===== config.mk =====
export PLATFORM = sky130hd
export DESIGN_NAME = flash_bulk_reader
export DESIGN_NICKNAME = d
export VERILOG_FILES = /design/src/rtl/fbr_pkg.sv /design/src/rtl/fbr_word_fifo.sv /design/src/rtl/fbr_byte_packer.sv /design/src/rtl/fbr_ctrl.sv /design/src/rtl/flash_bulk_reader.sv
export SDC_FILE = /design/constraint.sdc
export NUM_CORES = 1
export LEC_CHECK = 0
export ABC_AREA = 1
export ABC_CLOCK_PERIOD_IN_PS = 4200
export BUFFER_PORTS_ARGS = -buffer_cell sky130_fd_sc_hd__buf_4
export CAP_MARGIN = 20
export CORE_MARGIN = 1.5
export CORE_UTILIZATION = 51
export CTS_CLUSTER_SIZE = 40
export DETAILED_ROUTE_END_ITERATION = 7
export MAX_ROUTING_LAYER = met4
export PLACE_DENSITY = 0.68
export SYNTH_ARGS = -nofsm -noshare
export SYNTH_HDL_FRONTEND = slang
export SYNTH_HIERARCHICAL = 1
export SYNTH_SLANG_ARGS = --single-unit

===== constraint.sdc =====
create_clock -name clk -period 4.2 [get_ports clk]
set_input_delay 0.63 -clock clk [delete_from_list [all_inputs] [get_ports clk]]
set_output_delay 0.63 -clock clk [all_outputs]
set_load 0.005 [all_outputs]

===== src/rtl/fbr_pkg.sv =====
package fbr_pkg;
  typedef enum logic [1:0] {
    ST_IDLE   = 2'd0,
    ST_STREAM = 2'd1,
    ST_DRAIN  = 2'd2
  } xfer_state_e;

  localparam int SEL_W = 3;
  localparam logic [SEL_W-1:0] SEL_CTRL  = 3'd0;
  localparam logic [SEL_W-1:0] SEL_ADDR  = 3'd1;
  localparam logic [SEL_W-1:0] SEL_COUNT = 3'd2;
  localparam logic [SEL_W-1:0] SEL_INSTR = 3'd3;
  localparam logic [SEL_W-1:0] SEL_SIZE  = 3'd4;
  localparam logic [SEL_W-1:0] SEL_LEVEL = 3'd5;

  localparam int BIT_START  = 0;
  localparam int BIT_CANCEL = 1;
  localparam int BIT_BUSY   = 2;
  localparam int BIT_DONE   = 5;

  localparam int INSTR_LANES_LSB = 16;
  localparam int INSTR_DUMMY_LSB = 24;
  localparam int LEVEL_FIELD_W   = 16;
  localparam logic [3:0] SIZE_RESET = 4'd2;
endpackage


===== src/rtl/fbr_word_fifo.sv =====
module fbr_word_fifo #(
  parameter int WIDTH = 32,
  parameter int DEPTH = 16
) (
  input  logic                       clk,
  input  logic                       rst,
  input  logic                       flush,
  input  logic                       push,
  input  logic [WIDTH-1:0]           push_data,
  input  logic                       pop,
  output logic [WIDTH-1:0]           pop_data,
  output logic [$clog2(DEPTH+1)-1:0] count,
  output logic                       full
);
  localparam int AW = (DEPTH > 1) ? $clog2(DEPTH) : 1;
  localparam int CW = $clog2(DEPTH + 1);

  logic [WIDTH-1:0] mem [DEPTH];
  logic [AW-1:0]    wptr_q, rptr_q;
  logic [CW-1:0]    count_q;
  logic             empty, wr_ok, rd_ok;

  assign full  = (count_q == CW'(DEPTH));
  assign empty = (count_q == '0);
  assign wr_ok = push && !full;
  assign rd_ok = pop && !empty;
  assign count = count_q;

  function automatic logic [AW-1:0] bump(input logic [AW-1:0] p);
    return (p == AW'(DEPTH - 1)) ? '0 : p + 1'b1;
  endfunction

  always_ff @(posedge clk) begin
    if (wr_ok) mem[wptr_q] <= push_data;
  end

  always_ff @(posedge clk) begin
    if (rd_ok) pop_data <= mem[rptr_q];
  end

  always_ff @(posedge clk) begin
    if (rst || flush) begin
      wptr_q  <= '0;
      rptr_q  <= '0;
      count_q <= '0;
    end else begin
      if (wr_ok) wptr_q <= bump(wptr_q);
      if (rd_ok) rptr_q <= bump(rptr_q);
      count_q <= count_q + CW'(wr_ok) - CW'(rd_ok);
    end
  end

  assert_no_overflow_R5: assert property (@(posedge clk) disable iff (rst)
    push |-> !full);

  assert_flush_empties_R8: assert property (@(posedge clk) disable iff (rst)
    flush |=> (count_q == '0));
endmodule


===== src/rtl/fbr_byte_packer.sv =====
module fbr_byte_packer #(
  parameter int WORD_BYTES = 4
) (
  input  logic                    clk,
  input  logic                    rst,
  input  logic                    clear,
  input  logic                    take,
  input  logic [7:0]              byte_in,
  input  logic                    last,
  output logic                    push,
  output logic [WORD_BYTES*8-1:0] word_out
);
  localparam int LW = (WORD_BYTES > 1) ? $clog2(WORD_BYTES) : 1;

  logic [WORD_BYTES-1:0][7:0] hold_q;
  logic [LW-1:0]              lane_q;

  for (genvar g = 0; g < WORD_BYTES; g++) begin : g_lane
    assign word_out[g*8 +: 8] = (take && lane_q == LW'(g)) ? byte_in : hold_q[g];
  end

  assign push = take && (last || lane_q == LW'(WORD_BYTES - 1));

  always_ff @(posedge clk) begin
    if (rst || clear) begin
      hold_q <= '0;
      lane_q <= '0;
    end else if (take) begin
      if (push) begin
        hold_q <= '0;
        lane_q <= '0;
      end else begin
        hold_q[lane_q] <= byte_in;
        lane_q         <= lane_q + 1'b1;
      end
    end
  end
endmodule


===== src/rtl/fbr_ctrl.sv =====
module fbr_ctrl
  import fbr_pkg::*;
#(
  parameter int ADDR_W = 32,
  parameter int CNT_W  = 32,
  parameter int LVL_W  = 5
) (
  input  logic             clk,
  input  logic             rst,
  input  logic             reg_we,
  input  logic [SEL_W-1:0] reg_sel,
  input  logic [31:0]      reg_wdata,
  output logic [31:0]      reg_rdata,
  input  logic [LVL_W-1:0] fifo_count,
  input  logic             fifo_full,
  input  logic             src_valid,
  output logic             src_ready,
  output logic             byte_take,
  output logic             byte_last,
  output logic             flush,
  output logic             cmd_valid,
  output logic [7:0]       cmd_opcode,
  output logic [ADDR_W-1:0] cmd_addr,
  output logic [4:0]       cmd_addr_bytes,
  output logic [1:0]       cmd_lanes,
  output logic [4:0]       cmd_dummy
);
  xfer_state_e       state_q;
  logic [ADDR_W-1:0] addr_q;
  logic [CNT_W-1:0]  count_q, left_q;
  logic [7:0]        opcode_q;
  logic [1:0]        lanes_q;
  logic [4:0]        dummy_q;
  logic [3:0]        size_q;
  logic              done_q, busy;
  logic              ctrl_wr, cancel_req, start_req;
  logic [31:0]       ctrl_word, instr_word, rd_mux;

  assign busy       = (state_q != ST_IDLE);
  assign ctrl_wr    = reg_we && (reg_sel == SEL_CTRL);
  assign cancel_req = ctrl_wr && reg_wdata[BIT_CANCEL];
  assign start_req  = ctrl_wr && reg_wdata[BIT_START] && !reg_wdata[BIT_CANCEL];
  assign flush      = cancel_req;

  assign src_ready  = (state_q == ST_STREAM) && !fifo_full && !cancel_req;
  assign byte_take  = src_valid && src_ready;
  assign byte_last  = (left_q == CNT_W'(1));

  // configuration registers
  always_ff @(posedge clk) begin
    if (rst) begin
      addr_q   <= '0;
      count_q  <= '0;
      opcode_q <= '0;
      lanes_q  <= '0;
      dummy_q  <= '0;
      size_q   <= SIZE_RESET;
    end else if (reg_we) begin
      case (reg_sel)
        SEL_ADDR:  addr_q  <= reg_wdata[ADDR_W-1:0];
        SEL_COUNT: count_q <= reg_wdata[CNT_W-1:0];
        SEL_INSTR: begin
          opcode_q <= reg_wdata[7:0];
          lanes_q  <= reg_wdata[INSTR_LANES_LSB +: 2];
          dummy_q  <= reg_wdata[INSTR_DUMMY_LSB +: 5];
        end
        SEL_SIZE:  size_q  <= reg_wdata[3:0];
        default: ;
      endcase
    end
  end

  // transfer sequencing
  always_ff @(posedge clk) begin
    if (rst) begin
      state_q        <= ST_IDLE;
      left_q         <= '0;
      done_q         <= 1'b0;
      cmd_valid      <= 1'b0;
      cmd_opcode     <= '0;
      cmd_addr       <= '0;
      cmd_addr_bytes <= '0;
      cmd_lanes      <= '0;
      cmd_dummy      <= '0;
    end else begin
      cmd_valid <= 1'b0;
      if (ctrl_wr && reg_wdata[BIT_DONE]) done_q <= 1'b0;
      case (state_q)
        ST_IDLE: begin
          if (start_req) begin
            if (count_q == '0) begin
              done_q <= 1'b1;
            end else begin
              state_q        <= ST_STREAM;
              left_q         <= count_q;
              cmd_valid      <= 1'b1;
              cmd_opcode     <= opcode_q;
              cmd_addr       <= addr_q;
              cmd_addr_bytes <= {1'b0, size_q} + 5'd1;
              cmd_lanes      <= lanes_q;
              cmd_dummy      <= dummy_q;
            end
          end
        end
        ST_STREAM: begin
          if (cancel_req) begin
            state_q <= ST_IDLE;
          end else if (byte_take) begin
            left_q <= left_q - 1'b1;
            if (byte_last) state_q <= ST_DRAIN;
          end
        end
        ST_DRAIN: begin
          if (cancel_req) begin
            state_q <= ST_IDLE;
          end else if (fifo_count == '0) begin
            state_q <= ST_IDLE;
            done_q  <= 1'b1;
          end
        end
        default: state_q <= ST_IDLE;
      endcase
    end
  end

  // status readback
  always_comb begin
    ctrl_word           = '0;
    ctrl_word[BIT_BUSY] = busy;
    ctrl_word[BIT_DONE] = done_q;
    instr_word          = '0;
    instr_word[7:0]     = opcode_q;
    instr_word[INSTR_LANES_LSB +: 2] = lanes_q;
    instr_word[INSTR_DUMMY_LSB +: 5] = dummy_q;
    case (reg_sel)
      SEL_CTRL:  rd_mux = ctrl_word;
      SEL_ADDR:  rd_mux = 32'(addr_q);
      SEL_COUNT: rd_mux = 32'(count_q);
      SEL_INSTR: rd_mux = instr_word;
      SEL_SIZE:  rd_mux = {28'd0, size_q};
      SEL_LEVEL: rd_mux = {{(32-LEVEL_FIELD_W){1'b0}}, LEVEL_FIELD_W'(fifo_count)};
      default:   rd_mux = '0;
    endcase
  end

  always_ff @(posedge clk) begin
    if (rst) reg_rdata <= '0;
    else     reg_rdata <= rd_mux;
  end

  assert_cmd_single_pulse_R2: assert property (@(posedge clk) disable iff (rst)
    cmd_valid |=> !cmd_valid);

  assert_done_after_drain_R6: assert property (@(posedge clk) disable iff (rst)
    $rose(done_q) |-> (fifo_count == '0));

  assert_cancel_to_idle_R8: assert property (@(posedge clk) disable iff (rst)
    cancel_req |=> (!busy && !src_ready));

  assert_start_ignored_busy_R9: assert property (@(posedge clk) disable iff (rst)
    (busy && start_req) |=> !cmd_valid);
endmodule


===== src/rtl/flash_bulk_reader.sv =====
module flash_bulk_reader
  import fbr_pkg::*;
#(
  parameter int FIFO_DEPTH = 16,
  parameter int WORD_BYTES = 4
) (
  input  logic                    clk,
  input  logic                    rst,
  input  logic                    reg_we,
  input  logic [2:0]              reg_sel,
  input  logic [31:0]             reg_wdata,
  output logic [31:0]             reg_rdata,
  input  logic                    win_pop,
  output logic [WORD_BYTES*8-1:0] win_data,
  output logic                    cmd_valid,
  output logic [7:0]              cmd_opcode,
  output logic [31:0]             cmd_addr,
  output logic [4:0]              cmd_addr_bytes,
  output logic [1:0]              cmd_lanes,
  output logic [4:0]              cmd_dummy,
  input  logic                    src_valid,
  input  logic [7:0]              src_data,
  output logic                    src_ready
);
  localparam int DATA_W = WORD_BYTES * 8;
  localparam int LVL_W  = $clog2(FIFO_DEPTH + 1);

  logic              byte_take, byte_last, flush, word_push, fifo_full;
  logic [DATA_W-1:0] word_bus;
  logic [LVL_W-1:0]  fifo_count;

  fbr_ctrl #(.ADDR_W(32), .CNT_W(32), .LVL_W(LVL_W)) ctrl_i (
    .clk(clk), .rst(rst),
    .reg_we(reg_we), .reg_sel(reg_sel), .reg_wdata(reg_wdata), .reg_rdata(reg_rdata),
    .fifo_count(fifo_count), .fifo_full(fifo_full),
    .src_valid(src_valid), .src_ready(src_ready),
    .byte_take(byte_take), .byte_last(byte_last), .flush(flush),
    .cmd_valid(cmd_valid), .cmd_opcode(cmd_opcode), .cmd_addr(cmd_addr),
    .cmd_addr_bytes(cmd_addr_bytes), .cmd_lanes(cmd_lanes), .cmd_dummy(cmd_dummy)
  );

  fbr_byte_packer #(.WORD_BYTES(WORD_BYTES)) pack_i (
    .clk(clk), .rst(rst), .clear(flush),
    .take(byte_take), .byte_in(src_data), .last(byte_last),
    .push(word_push), .word_out(word_bus)
  );

  fbr_word_fifo #(.WIDTH(DATA_W), .DEPTH(FIFO_DEPTH)) fifo_i (
    .clk(clk), .rst(rst), .flush(flush),
    .push(word_push), .push_data(word_bus),
    .pop(win_pop), .pop_data(win_data),
    .count(fifo_count), .full(fifo_full)
  );
endmodule


# After elaboration in Yosys (flattened, before gate mapping)
# Memories as Yosys holds them, arrays and structs flattened. A register that Yosys moved wholly into a read port is not among the register bits.
# Cells that the tools add are included.
dict set report totals {
  word_cells 129
  mem_count 1
  mem_bits_rw 512
  reg_bits 250
  input_bits 48
  out_inout_bits 118
}
dict set report op_classes {
  order_cmp 2
  n_addsub 7
  n_bitwise 3
  reduce_logical 37
  muxes 34
  n_eq_ne 21
}
# memory words word_bits read_ports rd_ports_with_merged_regs wr line_no
set mem_list {}
lappend mem_list {fifo_i.mem 16 32 1 1 1 fbr_word_fifo.sv:18} ;# logic [WIDTH-1:0] mem [DEPTH];
# operator count
set op_table {}
lappend op_table {{$pmux W32 S6} 1}
lappend op_table {{$mux W32} 5}
lappend op_table {{$pmux W32 S2} 1}
lappend op_table {{$mux W8} 5}
lappend op_table {{$bwmux W32} 1}
lappend op_table {{$eq A32 B1 Y1 const B} 1}
lappend op_table {{$logic_not A32 Y1} 1}
lappend op_table {{$sub A32 B1 Y32 const B} 1}
lappend op_table {{$demux W8 S2} 1}
lappend op_table {{$logic_and A1 B1 Y1} 16}
lappend op_table {{$mux W2} 8}
lappend op_table {{$reduce_and A5 Y1} 2}
lappend op_table {{$ne A3 B1 Y1 const B} 3}
lappend op_table {{$add A4 B1 Y4 const B} 2}
lappend op_table {{$eq A4 B4 Y1 const B} 2}
lappend op_table {{$mux W1} 8}
lappend op_table {{$mux W4} 2}
lappend op_table {{$reduce_and A2 Y1} 4}
lappend op_table {{$eq A2 B2 Y1 const B} 3}
lappend op_table {{$eq A3 B2 Y1 const B} 2}
lappend op_table {{$eq A3 B3 Y1 const B} 2}
lappend op_table {{$pmux W2 S3} 1}
lappend op_table {{$add A4 B1 Y5 const B} 1}
lappend op_table {{$add A5 B1 Y5} 1}
lappend op_table {{19 further kinds} 30}

# Longest topological paths before layout
dict set report logic_depth {
  depth_word 10
  ltp_mapped 23
  mapped_depth_nobuf 23
}

# Hierarchy
# Netlist, hierarchy kept.
# module area_per_inst_um2 instances cells_each
set modules_own_cells {}
lappend modules_own_cells {fbr_word_fifo 23771.5 1 2287}
lappend modules_own_cells {fbr_ctrl 8728.4 1 1251}
lappend modules_own_cells {fbr_byte_packer 1534.0 1 226}

# Least setup slack after synthesis
# No wires, ideal clock.
dict set report synth_path {
  path_kind {reg2reg}
  from {register fifo_i.count_q[2], in the netlist fifo_i/count[2]}
  to {memory fifo_i.mem[0][0], enable pin}
  arrival_time_ns 3.137
  path_stages_with_launch 15
  path_buffers 1
  setup_slack_ns 0.642
  synth_period_minus_slack_ns 3.558
  path_cell_list {dfxtp_1 -> inv_1 -> ha_1 -> nand3_1 -> inv_1 -> nor2_1 -> nand3_1 -> inv_1 -> buf_6 -> nand2_1 -> inv_1 -> nand2_1 -> inv_1 -> nand2_1 -> nor2_1}
}
dict set report synth_via {
  elab_chain_len 9
}
# item line_no
set synth_lines {}
lappend synth_lines {{start, declared} fbr_word_fifo.sv:20} ;# logic [CW-1:0] count_q;
lappend synth_lines {{start signal, assigned} fbr_word_fifo.sv:49} ;# count_q <= count_q + CW'(wr_ok) - CW'(rd_ok);
lappend synth_lines {{$eq A5 B5 Y1} fbr_word_fifo.sv:23} ;# assign full = (count_q == CW'(DEPTH));
lappend synth_lines {{via fifo_full} flash_bulk_reader.sv:28} ;# logic byte_take, byte_last, flush, word_push, fifo_full;
lappend synth_lines {{$logic_not A1 Y1} fbr_ctrl.sv:45} ;# assign src_ready = (state_q == ST_STREAM) && !fifo_full && !cancel_req;
lappend synth_lines {{$logic_and A1 B1 Y1 (2 in a row)} fbr_ctrl.sv:45}
lappend synth_lines {{$logic_and A1 B1 Y1} fbr_ctrl.sv:46} ;# assign byte_take = src_valid && src_ready;
lappend synth_lines {{via byte_take} flash_bulk_reader.sv:28}
lappend synth_lines {{$logic_and A1 B1 Y1} fbr_byte_packer.sv:22} ;# assign push = take && (last || lane_q == LW'(WORD_BYTES - 1));
lappend synth_lines {{via word_push} flash_bulk_reader.sv:28}
lappend synth_lines {{$logic_and A1 B1 Y1} fbr_word_fifo.sv:25} ;# assign wr_ok = push && !full;
lappend synth_lines {{$mux W1} fbr_word_fifo.sv:34} ;# if (wr_ok) mem[wptr_q] <= push_data;
lappend synth_lines {{$mux W1 (implied by the code)} fbr_word_fifo.sv:34}
lappend synth_lines {{end, declared} fbr_word_fifo.sv:18}
# The timed path passes the listed nets, and every way through them passes these cells.

# Final worst setup path
dict set report layout_path {
  from {register ctrl_i.left_q[18]}
  to {memory fifo_i.mem[12][3], enable pin}
}
dict set report layout_via {
  elab_chain_len 6
}
# item line_no
set layout_lines {}
lappend layout_lines {{start, declared} fbr_ctrl.sv:30} ;# logic [CNT_W-1:0] count_q, left_q;
lappend layout_lines {{start signal, assigned} fbr_ctrl.sv:95} ;# left_q <= count_q;
lappend layout_lines {{start signal, assigned} fbr_ctrl.sv:109} ;# left_q <= left_q - 1'b1;
lappend layout_lines {{$eq A32 B1 Y1} fbr_ctrl.sv:47} ;# assign byte_last = (left_q == CNT_W'(1));
lappend layout_lines {{via byte_last} flash_bulk_reader.sv:28}
lappend layout_lines {{$logic_or A1 B1 Y1} fbr_byte_packer.sv:22}
lappend layout_lines {{$logic_and A1 B1 Y1} fbr_byte_packer.sv:22}
lappend layout_lines {{via word_push} flash_bulk_reader.sv:28}
lappend layout_lines {{$logic_and A1 B1 Y1} fbr_word_fifo.sv:25}
lappend layout_lines {{$mux W1} fbr_word_fifo.sv:34}
lappend layout_lines {{$mux W1 (implied by the code)} fbr_word_fifo.sv:34}
# The timed path passes the listed nets, and every way through them passes these cells.

==> impl_metrics.ini <==
[outcome]
outcome = completed

[grt]
overflow = 0
grt_pass1_wl_mm = 134
grt_use_total_pct = 26.5
antenna_found_initial = 3
grt_pass1_vias = 23300
grt_max_degree = 203

[cts]
hold_buffers = 0
ctsLongestPathBuffers = 3
cts_buffers = 81
cts_resized = 0
insertion_delay_ns = 0.63
clk_pin_slew_worst_paths_ns = 0.06
cts_tree = built
clockRootBuffer = clkbuf_16
post_cts_buffers = 0
htree_num_levels = 3
clock_sinks = 794

[sta]
setup_viol = 0
final.period_utilization_pct = 78.7
hold_violations = 0
timing.fmax_mhz = 303
rsz0062_at_grt = false
maxSlewViolCount = 0
setup_tns_ns = 0
finalCriticalPeriod_ns = 3.30
worst_pin_slew_ns = 1.31
maxSlewHeadroom_pct = 12.6
whs_ns = 0.238
fin_skew_ns = 0.0220

[synth]
avgSynthCellArea_um2 = 9.04
synth_fp_nets = 3831
synth_top_area_share_pct = 48.0
synth.most_common_cell = nand2_1
async_flop_share_pct = 0
ys_warn_count = 6
ys_top_cells_by_area = edfxtp_1, dfxtp_1, nand2_1, inv_1, nand3_1
yosys.area.top_type = edfxtp_1
synthTopCellsByCount = nand2_1, inv_1, edfxtp_1
ys.flop_type = edfxtp_1
ys_types = 40
syn_area_mm2 = 0.0340
ys_seq_elements = 794
yosysSeqAreaShare_pct = 62.7
synth-edff-count = 544
synthCells = 3764

[critical_path]
critPathMaxFanout = 20
end_kind = register
cp_slowest_cell = nor2_4
critPathLaunchType = register
cpPeakStageDelay_ns = 0.55
crit_type = reg -> reg
worstPathArrival_ns = 3.62
crit_top_cell = nand2_1
crit_required_ns = 4.51
path_cells = nor2_1 -> nand2_1 -> nor2_1 -> nand2_1 -> nor2_1 -> inv_1 -> nand2_1 -> nand2_1 -> inv_1 -> nand2_1 -> inv_1 -> nand2_1 -> nor2_4 -> buf_12

[floorplanning]
die_x_um = 261
fp.dieH_um = 261
dieArea_mm2 = 0.0683
rows = 94
core_mm2 = 0.0659
io_pins = 166
start_util_pct = 51.7

[power]
power_density_mw_per_mm2 = 568
p_leak_nw = 17.2
vdd_drop_max_mv = 0.393

[detailed_routing]
routed_wl_mm = 87.7
drtIter0Drc = 2344
ant_nets = 0
vias = 25000
post_drt_wl_per_cell_um = 18.2
vias_per_cell = 5.17
drc = 0
dr.pass1.iters = 5

[placed_design]
routabilityCongestion = 0.880
io_buffers = 165
hpwl_mm = 54.1
dp.cells = 4675

[finish]
drive_gt1_share_pct = 10.4
synthToLayoutAreaGrowth_pct = 14.2
fin_nets = 3961
fin_util_pct = 59.0
final-instance-count-excl-fill = 4830

[flow_run]
drv_cap = 0

[worst_hold_path]
hold_class = in -> reg
## critical path, delay by kind of cell (launching register included)
family	cells	cell delay (ns)
and+or+nand+nor	10	2.01
DFF	1	0.33
buffers and inverters	4	0.64
## state kept, by name (all words and copies together), names as in the netlist, 5 cells and up
signal	count
ctrl_i/cmd_addr_bytes	5
ctrl_i/cmd_opcode	8
fifo_i/count	5
fifo_i/mem	512
ctrl_i/reg_rdata	32
ctrl_i/dummy_q	5
ctrl_i/count_q	32
ctrl_i/cmd_addr	32
ctrl_i/addr_q	32
ctrl_i/cmd_dummy	5
ctrl_i/left_q	32
pack_i/hold_q	32
ctrl_i/opcode_q	8
fifo_i/pop_data	32
## through the flow
stage	area, um2	power, mW	setup slack (ns)
2_1_floorplan	34000	13.3	0.642
3_3_place_gp	36200	14.9	0.865
3_5_place_dp	36200	14.9	0.856
4_1_cts	38900	22.1	0.850
5_1_grt	38900	23.3	0.474
6_report	38900	22.1	0.895
## placed cells by master, fill, tap and decap left out, types with 3 or more instances in the layout
master         n
buf_12        13
diode_2        4
clkinvlp_4     4
a221oi_1       3
inv_2         32
a211oi_2       3
inv_1        551
clkbuf_1      15
o22ai_1        8
buf_4        209
nor2_4        20
nand4_1        8
o21ai_0      191
edfxtp_1     544
bufinv_16      5
clkbuf_16     87
o21ai_1       11
inv_6          4
clkbuf_8      10
nor2_1       243
xor2_1         8
dfxtp_1      247
a21oi_1      175
o221ai_1       3
nand2_1     1190
nand3_1      307
ha_1          18
clkinv_2      16
clkinv_1      12
## power by group
group          internal, mW  switching, mW  leakage, nW
Clock                  4.26           3.00         1.33
Combinational          1.72           3.96         8.88
Sequential             8.82          0.314         7.02
## worst paths after layout
check / startpoint / to / slack (ns) / depth (start not counted)
setup / recovery: ctrl_i/left_q[18]$_SDFFE_PP0P_ / fifo_i/mem[12][3]$_DFFE_PP_ / 0.90 / 14
setup reg to reg: ctrl_i/left_q[18]$_SDFFE_PP0P_ / fifo_i/mem[12][3]$_DFFE_PP_ / 0.90 / 14
hold / removal: reg_wdata[29] / ctrl_i/addr_q[29]$_SDFFE_PP0P_ / 0.24 / 3
hold reg to reg: pack_i/hold_q[24]$_SDFFE_PP0P_ / pack_i/hold_q[24]$_SDFFE_PP0P_ / 0.44 / 2
## per-layer routing
metal,part of all wire (%),track usage [%],vias up
met5,0,-,-
met4,3.0,10.0,0
met3,7.4,4.01,160
met2,46,40.5,901
met1,43,36.1,11700
li1,-,-,12300
## layout make-up
type	count	area, um2
clock buffer	112	2370
tap	864	1080
clock inverter	39	328
fill	5572	27000
timing repair buffer	222	1830
multi-input combinational	2208	9690
inverter	587	2210
antenna	4	10.0
sequential	794	21300
## kinds of logic (layout without fill, tap and decap cells)
group | count (synthesis) | in the layout | synth area share [%]
xor+xnor | 10 | 10 | 0.257
fa+ha+maj | 19 | 19 | 0.721
simple gates | 1777 | 1777 | 21.0
buf+inv | 762 | 960 | 9.20
flops | 794 | 794 | 62.7
compound gates | 402 | 402 | 6.13
other cells | 0 | 4 | 0
Note: power is estimated with default switching activity, not from simulation.
